[src/rtl/i2c_stat_pkg.sv]
package i2c_stat_pkg;
   localparam int STAT_W  = 8;
   localparam int B_XMIT  = 0;
   localparam int B_MSTR  = 1;
   localparam int B_NMAT  = 2;
   localparam int B_STALL = 3;
   localparam int B_NACK  = 4;
   localparam int B_BERR  = 5;
   localparam int B_DRDY  = 6;
   localparam int B_SSTOP = 7;
   localparam logic [STAT_W-1:0] W1C_MASK = 8'b1011_1100;
endpackage

[src/rtl/i2c_line_cond.sv]
module i2c_line_cond #(
   parameter int SYNC_STAGES = 2
) (
   input  logic clk,
   input  logic rst_n,
   input  logic scl_i,
   input  logic sda_i,
   output logic start_o,
   output logic stop_o,
   output logic scl_rise_o
);
   if (SYNC_STAGES < 2) begin : g_bad_sync
      $error("SYNC_STAGES must be at least 2");
   end

   logic [SYNC_STAGES-1:0] scl_sh, sda_sh;
   logic scl_prev, sda_prev;

   for (genvar i = 0; i < SYNC_STAGES; i++) begin : g_sync
      always_ff @(posedge clk or negedge rst_n) begin
         if (!rst_n) begin
            scl_sh[i] <= 1'b1;
            sda_sh[i] <= 1'b1;
         end else if (i == 0) begin
            scl_sh[i] <= scl_i;
            sda_sh[i] <= sda_i;
         end else begin
            scl_sh[i] <= scl_sh[i-1];
            sda_sh[i] <= sda_sh[i-1];
         end
      end
   end

   always_ff @(posedge clk or negedge rst_n) begin
      if (!rst_n) begin
         scl_prev <= 1'b1;
         sda_prev <= 1'b1;
      end else begin
         scl_prev <= scl_sh[SYNC_STAGES-1];
         sda_prev <= sda_sh[SYNC_STAGES-1];
      end
   end

   wire scl_s = scl_sh[SYNC_STAGES-1];
   wire sda_s = sda_sh[SYNC_STAGES-1];

   assign start_o    = scl_s & scl_prev & sda_prev & ~sda_s;
   assign stop_o     = scl_s & scl_prev & ~sda_prev & sda_s;
   assign scl_rise_o = scl_s & ~scl_prev;

   a_r4_no_dual_cond: assert property (@(posedge clk) disable iff (!rst_n)
      !(start_o && stop_o));
endmodule

[src/rtl/i2c_bit_window.sv]
module i2c_bit_window #(
   parameter int FRAME_BITS    = 9,
   parameter int ERR_FIRST_BIT = 2
) (
   input  logic clk,
   input  logic rst_n,
   input  logic enable_i,
   input  logic start_i,
   input  logic stop_i,
   input  logic scl_rise_i,
   output logic cond_err_o
);
   localparam int CNT_W = $clog2(FRAME_BITS + 1);
   localparam logic [CNT_W-1:0] CNT_LAST  = CNT_W'(FRAME_BITS);
   localparam logic [CNT_W-1:0] CNT_FIRST = CNT_W'(ERR_FIRST_BIT);

   if (ERR_FIRST_BIT < 1 || ERR_FIRST_BIT > FRAME_BITS) begin : g_bad_win
      $error("ERR_FIRST_BIT out of range");
   end

   logic [CNT_W-1:0] cnt_q;

   always_ff @(posedge clk or negedge rst_n) begin
      if (!rst_n)                cnt_q <= '0;
      else if (!enable_i)        cnt_q <= '0;
      else if (start_i || stop_i) cnt_q <= '0;
      else if (scl_rise_i)       cnt_q <= (cnt_q == CNT_LAST) ? CNT_W'(1) : cnt_q + CNT_W'(1);
   end

   assign cond_err_o = (start_i | stop_i) & (cnt_q >= CNT_FIRST);

   a_r4_cnt_range: assert property (@(posedge clk) disable iff (!rst_n)
      cnt_q <= CNT_LAST);
   a_r4_cnt_restart: assert property (@(posedge clk) disable iff (!rst_n)
      (start_i || stop_i) |=> cnt_q == '0);
endmodule

[src/rtl/i2c_stat_unit.sv]
module i2c_stat_unit #(
   parameter int SYNC_STAGES   = 2,
   parameter int FRAME_BITS    = 9,
   parameter int ERR_FIRST_BIT = 2,
   parameter bit IRQ_REG       = 1'b0
) (
   input  logic       clk,
   input  logic       rst_n,
   input  logic       enable_i,
   input  logic       lowpwr_i,
   input  logic       scl_i,
   input  logic       sda_i,
   input  logic       arb_won_i,
   input  logic       arb_lost_i,
   input  logic       addr_match_i,
   input  logic       byte_done_i,
   input  logic       nack_i,
   input  logic       addr_done_i,
   input  logic       xmit_i,
   input  logic       data_access_i,
   input  logic       stall_en_i,
   input  logic       int_en_i,
   input  logic       wr_en_i,
   input  logic [7:0] wr_data_i,
   output logic [7:0] status_o,
   output logic       scl_stall_o,
   output logic       irq_o
);
   import i2c_stat_pkg::*;

   logic start_det, stop_det, scl_rise, cond_err;
   logic [STAT_W-1:0] stat_q, stat_d;
   logic active;

   i2c_line_cond #(.SYNC_STAGES(SYNC_STAGES)) u_line (
      .clk(clk), .rst_n(rst_n), .scl_i(scl_i), .sda_i(sda_i),
      .start_o(start_det), .stop_o(stop_det), .scl_rise_o(scl_rise));

   i2c_bit_window #(.FRAME_BITS(FRAME_BITS), .ERR_FIRST_BIT(ERR_FIRST_BIT)) u_win (
      .clk(clk), .rst_n(rst_n), .enable_i(enable_i), .start_i(start_det),
      .stop_i(stop_det), .scl_rise_i(scl_rise), .cond_err_o(cond_err));

   assign active = enable_i & ~lowpwr_i;

   always_comb begin
      stat_d = stat_q;
      if (wr_en_i) stat_d = stat_d & ~(wr_data_i & W1C_MASK);
      stat_d[B_XMIT] = xmit_i;
      if (arb_won_i) stat_d[B_MSTR] = 1'b1;
      if (stop_det) begin
         stat_d[B_MSTR] = 1'b0;
         if (!stat_q[B_MSTR] && stat_q[B_NMAT]) stat_d[B_SSTOP] = 1'b1;
      end
      if (arb_lost_i) begin
         stat_d[B_MSTR] = 1'b0;
         stat_d[B_BERR] = 1'b1;
      end
      if (cond_err) stat_d[B_BERR] = 1'b1;
      if (data_access_i) stat_d[B_DRDY] = 1'b0;
      if (byte_done_i) begin
         if (nack_i) begin
            if (xmit_i) stat_d[B_NACK] = 1'b1;
         end else begin
            stat_d[B_DRDY] = 1'b1;
         end
      end
      if (addr_match_i) stat_d[B_NMAT] = 1'b1;
      if (addr_done_i && stall_en_i && stat_q[B_MSTR] && !stat_q[B_BERR]
          && !stat_q[B_NACK] && !nack_i) stat_d[B_STALL] = 1'b1;
      if (!active) stat_d = '0;
   end

   always_ff @(posedge clk or negedge rst_n) begin
      if (!rst_n) stat_q <= '0;
      else        stat_q <= stat_d;
   end

   assign status_o    = stat_q;
   assign scl_stall_o = stat_q[B_STALL] & stat_q[B_MSTR];

   if (IRQ_REG) begin : g_irq_reg
      logic irq_q;
      always_ff @(posedge clk or negedge rst_n) begin
         if (!rst_n) irq_q <= 1'b0;
         else        irq_q <= int_en_i & (stat_q[B_NMAT] | stat_q[B_STALL]);
      end
      assign irq_o = irq_q;
   end else begin : g_irq_comb
      assign irq_o = int_en_i & (stat_q[B_NMAT] | stat_q[B_STALL]);
   end

   a_r2_inactive_clears: assert property (@(posedge clk) disable iff (!rst_n)
      !active |=> stat_q == '0);
   a_r3_w1c_nmatch: assert property (@(posedge clk) disable iff (!rst_n)
      (wr_en_i && wr_data_i[B_NMAT] && !addr_match_i) |=> !stat_q[B_NMAT]);
   a_r4_window_err: assert property (@(posedge clk) disable iff (!rst_n)
      (active && cond_err) |=> stat_q[B_BERR]);
   a_r5_stop_drops_master: assert property (@(posedge clk) disable iff (!rst_n)
      stop_det |=> !stat_q[B_MSTR]);
   a_r6_nack_no_drdy: assert property (@(posedge clk) disable iff (!rst_n)
      (byte_done_i && nack_i && !stat_q[B_DRDY]) |=> !stat_q[B_DRDY]);
   a_r8_match_sets: assert property (@(posedge clk) disable iff (!rst_n)
      (active && addr_match_i) |=> stat_q[B_NMAT]);
endmodule

[config.mk]
export PLATFORM = sky130hd
export DESIGN_NAME = i2c_stat_unit
export DESIGN_NICKNAME = d
export VERILOG_FILES = /design/src/rtl/i2c_stat_pkg.sv /design/src/rtl/i2c_line_cond.sv /design/src/rtl/i2c_bit_window.sv /design/src/rtl/i2c_stat_unit.sv
export SDC_FILE = /design/constraint.sdc
export NUM_CORES = 1
export LEC_CHECK = 0
export ABC_AREA = 1
export BUFFER_PORTS_ARGS = -buffer_cell sky130_fd_sc_hd__buf_2
export CAP_MARGIN = 20
export CELL_PAD_IN_SITES_DETAIL_PLACEMENT = 1
export CELL_PAD_IN_SITES_GLOBAL_PLACEMENT = 1
export CORE_UTILIZATION = 30
export DETAILED_ROUTE_END_ITERATION = 7
export PLACE_DENSITY = 0.76
export SETUP_SLACK_MARGIN = 0.02
export SLEW_MARGIN = 20
export SYNTH_ARGS = -nofsm -noshare
export SYNTH_HDL_FRONTEND = slang
export SYNTH_SLANG_ARGS = --single-unit
[constraint.sdc]
create_clock -name clk -period 2.7 [get_ports clk]
set_input_delay 0.135 -clock clk [delete_from_list [all_inputs] [get_ports clk]]
set_output_delay 0.135 -clock clk [all_outputs]
set_load 0.02 [all_outputs]
==> impl_metrics.py, run 1 <==
metrics = {
    "outcome": {
        "status": "finished clean",
    },
    "yosys": {
        "synth.net_count": 122,
        "synth_area_um2": 841,
        "synth_most_common_cell": "nand2_1",
        "synthArstFlopShare_pct": 100,
        "synth_commonest_cells": "nand2_1, inv_1, dfrtp_1",
        "synth_area_leaders": "dfrtp_1, dfstp_2, nand2_1",
        "yosysWarnings": 0,
        "ys.flop_type": "dfrtp_1",
        "synth-seq-cells": 18,
        "yosysTopAreaCell": "dfrtp_1",
        "synth_enable_flop_cells": 0,
        "syn_avg_cell_area_um2": 8.67,
        "ys_seq_area_share_pct": 54.5,
        "synth_mux_area_share_pct": 0,
        "yosys.area_share.simple_pct": 28.9,
        "synth_compound_area_share_pct": 9.38,
        "synth_top_area_share_pct": 35.7,
        "synth_fa_ha_area_share_pct": 0,
        "synth-xor-area-share_pct": 0,
        "synth_top_family_by_area": "simple AND/OR/NAND/NOR gates",
        "syn_inst": 97,
        "yosys.cell_types.count": 19,
    },
    "power_and_ir_drop": {
        "seqPwrFrac_pct": 58.5,
        "max-vdd-ir-drop_mv": 0.311,
        "combinationalPowerShare_pct": 13.8,
        "p_sw_mw": 0.126,
        "p_leak_nw": 0.598,
        "clkPwrFrac_pct": 27.6,
        "internal_power_mw": 0.368,
        "p_total_mw": 0.494,
        "swShare_pct": 25.5,
        "pwr_density_cell_nw_per_um2": 449,
    },
    "detailed_routing": {
        "vias": 786,
        "post_drt_wl_per_cell_um": 11.9,
        "ant_nets": 0,
        "drc": 0,
        "totalWireLength_um": 1980,
        "first_pass_iters": 2,
        "drt-initial-drc-count": 9,
        "via_per_inst": 4.73,
    },
    "global_route": {
        "first_global_vias": 807,
        "grt_antenna_before_repair": 0,
        "track_usage_pct": 16.2,
        "grt_overflow": 0,
        "grt_max_degree": 19,
        "grt_pass1_wl_um": 3350,
    },
    "flow_run": {
        "cap_violations": 0,
    },
    "critical_path": {
        "path_class": "reg2out",
        "worst_setup_path_start_kind": "flip-flop",
        "endpoint_kind": "output port",
        "crit_buf_inv": 1,
        "crit_chain": "o21a_1, buf_2",
        "slowest_delay_ns": 0.42,
        "worst-path-max-fanout": 4,
        "cp.required_ns": 2.57,
        "crit_family": "flip-flops",
        "slowest_stage": "dfrtp_1",
        "crit_arrival_ns": 1.05,
    },
    "timing": {
        "setup_ws_ns": 1.52,
        "worst_pin_slew_ns": 0.409,
        "final-max-slew-violation-count": 0,
        "fmax_mhz": 844,
        "finalHoldViolations": 0,
        "slew_headroom_pct": 72.7,
        "final-setup-viol-count": 0,
        "rsz0062_at_grt": "false",
        "min_period_ns": 1.18,
        "fin_setup_tns_ns": 0,
        "fin_crit_sh_pct": 43.9,
        "skew_ns": 0.00635,
    },
    "die": {
        "core_area_um2": 2570,
        "die_w_um": 54.9,
        "io_pins": 35,
        "rows": 18,
        "dieHeight_um": 54.9,
        "start_util_pct": 32.7,
        "die_area_um2": 3020,
    },
    "cts": {
        "numCtsBuffers": 3,
        "cts.sinks": 18,
        "cts_tree": "done",
        "clk_latency_ns": 0.29,
        "cts-root-buf": "clkbuf_4",
        "path_clk_slew_ns": 0.10,
        "clockBufferDepth": 2,
        "h-tree-depth": 1,
        "cts_setup_buffers": 0,
    },
    "cells_and_area": {
        "drive_gt1_share_pct": 39.7,
        "area_growth_pct": 30.8,
        "nNetsFinal": 162,
        "antenna_cells": 0,
        "fillers": 338,
    },
    "placement": {
        "dp_hpwl_um": 1580,
        "port_buffers": 31,
        "post-place-ws_ns": 1.59,
        "place.gp.congestion": 0.761,
    },
    "hold_path": {
        "hold_path.class": "in2reg",
    },
}
sequential cells by signal, indices dropped and copies added, names as in the netlist:
| register | flops |
|---|---|
| status_o | 8 |
| u_win.cnt_q | 4 |
| u_line.scl_prev | 1 |
| u_line.scl_s | 1 |
| u_line.scl_sh | 1 |
| u_line.sda_prev | 1 |
| u_line.sda_s | 1 |
| u_line.sda_sh | 1 |
worst register-to-register path, delay by kind of cell, from the launching register on:
kind,cells,cell delay (ns)
AND/OR/NAND/NOR,3,0.39
AO/OA/AOI/OAI,1,0.12
flip-flops,1,0.56
routing by layer:
layer | global-route usage, % | up-vias | wire length (um)
li1 | - | 383 | -
met1 | 18.9 | 386 | 835
met2 | 28.1 | 15 | 1050
met3 | 3.28 | 2 | 75
met4 | 7.50 | 0 | 15
met5 | 0 | - | 0
final timing paths:
path | slack (ns) | depth (start not counted) | endpoint | startpoint
max in group asynchronous | 2.07 | 2 | u_line.sda_s | rst_n
worst max-delay path | 1.52 | 2 | irq_o | status_o[2]
worst min-delay path | 0.06 | 3 | status_o[0] | xmit_i
worst min register to register | 0.36 | 0 | u_line.sda_s | u_line.sda_sh[0]
worst max register to register | 1.57 | 4 | status_o[7] | u_line.scl_prev
min in group asynchronous | 0.30 | 2 | u_win.cnt_q[0] | rst_n
per-stage QoR:
step	util, %	area (um^2)	hold WS (ns)	cells
after floorplan	-	841	-0.161	97
after global placement	40.3	1030	0.0902	158
after detailed placement	40.3	1030	0.0901	158
after CTS	42.8	1100	0.0503	166
after global routing	42.8	1100	0.0608	166
final	42.8	1100	0.0629	166
cell type report:
class                   count  area (um^2)  share of cell area [%]
clock buffers               4         26.3                    2.39
inverters                  16         61.3                    5.57
multi-input cells          63          322                    29.2
flip-flops and latches     18          458                    41.6
well taps                  30         37.5                    3.41
repair buffers             35          195                    17.7
cell families after synthesis:
group                  after synthesis
AND/OR/NAND/NOR                     50
flip-flops                          18
buffers and inverters               16
AO/OA/AOI/OAI                       13
power by group through the flow:
stage	clock, mW	sequential (mW)	combinational [mW]
6_report	0.136	0.289	0.0684
5_1_grt	0.159	0.291	0.0777
4_1_cts	0.146	0.290	0.0700
3_5_place_dp	0	0.294	0.0651
3_3_place_gp	0	0.294	0.0625
2_1_floorplan	0	0.297	0.0288
cell usage in the layout, fill, tap and decap left out:
cell,instances
buf_2,31
nand2_1,25
inv_1,13
dfrtp_1,12
a21oi_1,6
nor2_1,6
nand3_1,6
dfstp_2,6
dlygate4sd3_1,4
nor2_2,3
a21oi_2,3
o21ai_1,3
clkbuf_4,3
inv_2,2
nor3_1,2
nand2_2,2
nand2_4,2
nand4_1,2
o21a_1,1
nand3b_1,1
clkinv_2,1
nor4_2,1
clkbuf_1,1
what timing repair did:
action                                 CTS  global route
endpoints found under the hold margin   15             0
resized for setup                        0             0
hold buffers                             4             0
Power figures use the tool's default switching activity.
==> run 2, diff against run 1 <==
==> constraint.sdc (replaced) <==
create_clock -name clk -period 1.2 [get_ports clk]
set_input_delay 0.06 -clock clk [delete_from_list [all_inputs] [get_ports clk]]
set_output_delay 0.06 -clock clk [all_outputs]
set_load 0.02 [all_outputs]
==> impl_metrics.py, run 2 (synthesized netlist as in run 1, its figures left out) <==
metrics = {
    "global_route": {
        "grt_pass1_wl_um": 3390,
        "grt_max_degree": 19,
        "track_usage_pct": 16.3,
        "grt_overflow": 0,
        "grt_antenna_before_repair": 0,
        "first_global_vias": 821,
    },
    "cells_and_area": {
        "stdcell_count": 170,
        "nNetsFinal": 166,
        "final_cell_mix": "buf_2, nand2_1, dfrtp_1, inv_1",
        "antenna_cells": 0,
        "design_area_um2": 1170,
        "area_growth_pct": 38.8,
        "fillers": 333,
        "drive_gt1_share_pct": 46.4,
        "seq_area_um2": 458,
        "largest_register_ffs": 8,
        "layout_commonest_cell": "buf_2",
        "multi_input_area_um2": 347,
    },
    "detailed_routing": {
        "drc": 0,
        "vias": 812,
        "drt-initial-drc-count": 3,
        "ant_nets": 0,
        "totalWireLength_um": 2110,
        "post_drt_wl_per_cell_um": 12.4,
        "first_pass_iters": 2,
        "via_per_inst": 4.78,
    },
    "critical_path": {
        "cp.required_ns": 1.42,
        "worst_setup_path_start_kind": "flip-flop",
        "worstReg2RegStart": "u_line.scl_prev",
        "endpoint_kind": "flip-flop",
        "crit_arrival_ns": 1.35,
        "setup.worst_path.start": "u_line.scl_prev",
        "path_class": "reg2reg",
        "worstRegToRegCells": 4,
        "worst-path-max-fanout": 3,
    },
    "hold_path": {
        "worstHoldStart": "addr_match_i",
        "hold_path.class": "in2reg",
        "whs_path_depth": 3,
    },
    "power_and_ir_drop": {
        "seqPwrFrac_pct": 55.2,
        "pwr_density_cell_nw_per_um2": 1020,
        "internal_power_mw": 0.897,
        "p_leak_nw": 0.625,
        "clkPwrFrac_pct": 30.2,
        "swShare_pct": 24.3,
        "p_total_mw": 1.18,
        "max-vdd-ir-drop_mv": 0.627,
        "combinationalPowerShare_pct": 14.6,
        "p_sw_mw": 0.288,
    },
    "die": {
        "die_area_um2": 3020,
        "die_w_um": 54.9,
        "core_area_um2": 2570,
        "dieHeight_um": 54.9,
        "io_pins": 35,
        "rows": 18,
        "start_util_pct": 32.7,
    },
    "timing": {
        "final-setup-viol-count": 0,
        "fin_setup_tns_ns": 0,
        "rsz0062_at_grt": "true",
        "fmax_mhz": 885,
        "setup_ws_ns": 0.0698,
        "finalHoldViolations": 0,
        "min_period_ns": 1.13,
        "slew_headroom_pct": 74.4,
        "final-max-slew-violation-count": 0,
        "worst_pin_slew_ns": 0.383,
        "fin_crit_sh_pct": 94.2,
        "skew_ns": 0.00453,
    },
    "cts": {
        "clk_latency_ns": 0.29,
        "clockBufferDepth": 2,
        "path_clk_slew_ns": 0.10,
        "cts-root-buf": "clkbuf_4",
        "cts_tree": "done",
        "cts.sinks": 18,
        "h-tree-depth": 1,
        "numCtsBuffers": 3,
    },
    "placement": {
        "place.gp.congestion": 0.763,
        "dp_cells": 158,
        "port_buffers": 31,
        "dpl_cell_area_um2": 1030,
        "post-place-ws_ns": 0.0706,
        "dp_hpwl_um": 1640,
    },
    "outcome": {
        "status": "finished clean",
    },
    "flow_run": {
        "cap_violations": 0,
    },
}
[run 2: changes by cell type in the layout (fill, tap and decap cells not counted), sizes merged]
cell,change
buf,+3
dlygate4sd3,+1
[run 2: cell type report]
class,instances,share of cell area [%]
flip-flops and latches,18,39.2
inverters,16,5.25
well taps,30,3.22
multi-input cells,63,29.7
clock buffers,4,3.11
repair buffers,39,19.5
[run 2: power groups by stage]
stage	clock network (mW)	registers [mW]	logic [mW]
after CTS	0.379	0.652	0.160
after global routing	0.406	0.657	0.194
after floorplan	0	0.668	0.0649
after detailed placement	0	0.663	0.147
final	0.358	0.654	0.173
after global placement	0	0.660	0.141
[run 2: worst max-delay path, stage by stage, from the launching register on]
cell and delay (ns):
dfstp_2 0.59, nand2_2 0.09, nor2_2 0.14, nand3b_1 0.12, a21oi_2 0.14
[run 2: worst paths after layout]
check / end / slack (ns)
hold reg to reg: u_line.sda_s / 0.36
max in group asynchronous: u_line.sda_sh[0] / 0.67
min in group asynchronous: status_o[5] / 0.22
setup / recovery: status_o[7] / 0.07
hold / removal: status_o[2] / 0.01
setup reg to reg: status_o[7] / 0.07
[run 2: stage by stage]
stage,hold WS [ns],util [%]
after floorplan,-0.236,-
after global placement,0.0160,40.3
final,0.0103,45.5
after CTS,0.00609,43.6
after global routing,0.0239,45.5
after detailed placement,0.0148,40.3
[run 2: routing by layer]
layer,wire (um),up-vias,global-route usage (%)
li1,-,395,-
met3,86,2,4.92
met4,19,0,5.00
met2,1180,17,29.9
met5,0,-,0
met1,820,398,17.9
[run 2: timing repair]
action / in CTS / in global routing
endpoints found under the hold margin: 16 / 0
setup endpoints to repair: 0 / 4
gates resized for setup: 0 / 9
hold buffers: 5 / 0
buffers inserted: 0 / 3
==> run 3, diff against run 2 <==
--- a/config.mk
+++ b/config.mk
@@ -12,6 +12,7 @@
 export CELL_PAD_IN_SITES_GLOBAL_PLACEMENT = 1
 export CORE_UTILIZATION = 30
 export DETAILED_ROUTE_END_ITERATION = 7
+export HOLD_SLACK_MARGIN = 0.02
 export PLACE_DENSITY = 0.76
 export SETUP_SLACK_MARGIN = 0.02
 export SLEW_MARGIN = 20
==> impl_metrics.py, run 3 (synthesized netlist as in run 1, its figures left out) <==
metrics = {
    "outcome": {
        "status": "finished clean",
    },
    "global_route": {
        "grt_max_degree": 19,
        "first_global_vias": 824,
        "grt_pass1_wl_um": 3420,
        "grt_busiest_layer": "met2",
        "grt_overflow": 0,
        "grt_antenna_before_repair": 0,
        "grt_use_met2_pct": 29.9,
        "use_met3_pct": 4.92,
        "track_usage_pct": 16.4,
        "grt_use_met1_pct": 18.2,
    },
    "placement": {
        "dp_hpwl_um": 1640,
        "place.gp.congestion": 0.763,
        "dp_cells": 158,
        "dpl_cell_area_um2": 1030,
        "port_buffers": 31,
        "post-place-ws_ns": 0.0706,
    },
    "cells_and_area": {
        "area_growth_pct": 41.2,
        "design_area_um2": 1190,
        "fillers": 332,
        "final_util_pct": 46.2,
        "nNetsFinal": 168,
        "layout_commonest_cell": "buf_2",
        "largest_register_ffs": 8,
        "antenna_cells": 0,
        "stdcell_count": 172,
        "drive_gt1_share_pct": 45.8,
        "final_cell_mix": "buf_2, nand2_1, dfrtp_1, inv_1, dlygate4sd3_1",
    },
    "detailed_routing": {
        "vias": 816,
        "drt-initial-drc-count": 3,
        "post_drt_wl_per_cell_um": 12.3,
        "drc": 0,
        "totalWireLength_um": 2110,
        "via_per_inst": 4.74,
        "first_pass_iters": 2,
        "ant_nets": 0,
    },
    "power_and_ir_drop": {
        "internal_power_mw": 0.901,
        "max-vdd-ir-drop_mv": 0.627,
        "combinationalPowerShare_pct": 15.0,
        "swShare_pct": 24.3,
        "pwr_density_cell_nw_per_um2": 1000,
        "clkPwrFrac_pct": 30.0,
        "p_sw_mw": 0.289,
        "p_leak_nw": 0.634,
        "seqPwrFrac_pct": 55.0,
        "p_total_mw": 1.19,
    },
    "timing": {
        "rsz0062_at_grt": "true",
        "skew_ns": 0.00453,
        "worst_pin_slew_ns": 0.383,
        "holdWs_ns": 0.0276,
        "finalHoldViolations": 0,
        "final-max-slew-violation-count": 0,
        "fmax_mhz": 885,
        "slew_headroom_pct": 74.5,
        "setup_ws_ns": 0.0698,
        "final-setup-viol-count": 0,
        "min_period_ns": 1.13,
        "fin_setup_tns_ns": 0,
        "fin_crit_sh_pct": 94.2,
    },
    "cts": {
        "numCtsBuffers": 3,
        "clockBufferDepth": 2,
        "path_clk_slew_ns": 0.10,
        "h-tree-depth": 1,
        "cts-root-buf": "clkbuf_4",
        "cts.sinks": 18,
        "clk_latency_ns": 0.29,
        "cts_tree": "done",
    },
    "hold_path": {
        "hold_end": "status_o[4]",
        "whs_path_depth": 3,
        "hold_path.class": "in2reg",
        "worstHoldStart": "nack_i",
    },
    "critical_path": {
        "cp.required_ns": 1.42,
        "worst_setup_path_start_kind": "flip-flop",
        "path_class": "reg2reg",
        "worstRegToRegCells": 4,
        "r2r_slack_ns": 0.07,
        "crit_arrival_ns": 1.35,
        "worst-path-max-fanout": 3,
        "reg2reg_to": "status_o[7]",
        "endpoint_kind": "flip-flop",
        "worstReg2RegStart": "u_line.scl_prev",
    },
    "flow_run": {
        "cap_violations": 0,
    },
    "die": {
        "dieHeight_um": 54.9,
        "start_util_pct": 32.7,
        "rows": 18,
        "io_pins": 35,
        "die_w_um": 54.9,
        "die_area_um2": 3020,
        "core_area_um2": 2570,
    },
}
-- run 3: changes by cell type in the layout (fill, tap and decap cells not counted) --
cell / change
dlygate4sd3_1: +2
-- run 3: final cells by class --
class / count / area, um^2 / share of cell area (%)
clock buffers: 4 / 36.3 / 3.06
inverters: 16 / 61.3 / 5.16
multi-input cells: 63 / 347 / 29.2
well taps: 30 / 37.5 / 3.16
flip-flops and latches: 18 / 458 / 38.6
repair buffers: 41 / 248 / 20.9
-- run 3: how the worst max path moves through the flow --
stage / startpoint / to / depth (start not counted)
3_5_place_dp: u_line.sda_prev / u_win.cnt_q[1] / 6
4_1_cts: u_line.scl_prev / status_o[7] / 4
5_1_grt: u_line.scl_prev / u_win.cnt_q[3] / 6
3_3_place_gp: u_line.sda_prev / u_win.cnt_q[3] / 6
2_1_floorplan: u_line.sda_prev / u_win.cnt_q[3] / 7
6_report: u_line.scl_prev / status_o[7] / 4
-- run 3: power by group through the flow --
stage	Combinational, mW	Clock [mW]	Sequential [mW]
floorplan	0.0649	0	0.668
global placement	0.141	0	0.660
detailed placement	0.147	0	0.663
CTS	0.165	0.379	0.652
global route	0.199	0.406	0.657
finish	0.179	0.358	0.654
-- run 3: worst max-delay path, cell delays in order (launching register included) --
cell and delay, ns:
dfstp_2 0.59, nand2_2 0.09, nor2_2 0.14, nand3b_1 0.12
a21oi_2 0.14
-- run 3: repair_timing --
item                       in CTS  in global routing
hold buffers                    7                  0
hold endpoints to repair       24                  0
setup buffers                   0                  3
resized for setup               0                  9
setup endpoints to repair       0                  4
-- run 3: metal layers --
metal  wire [um]  part of all wire (%)  vias to the layer above
met2        1180                    56                       17
met5           0                     0                        -
li1            -                     -                      399
met1         829                    39                      398
met3          85                   4.0                        2
met4          19                  0.90                        0
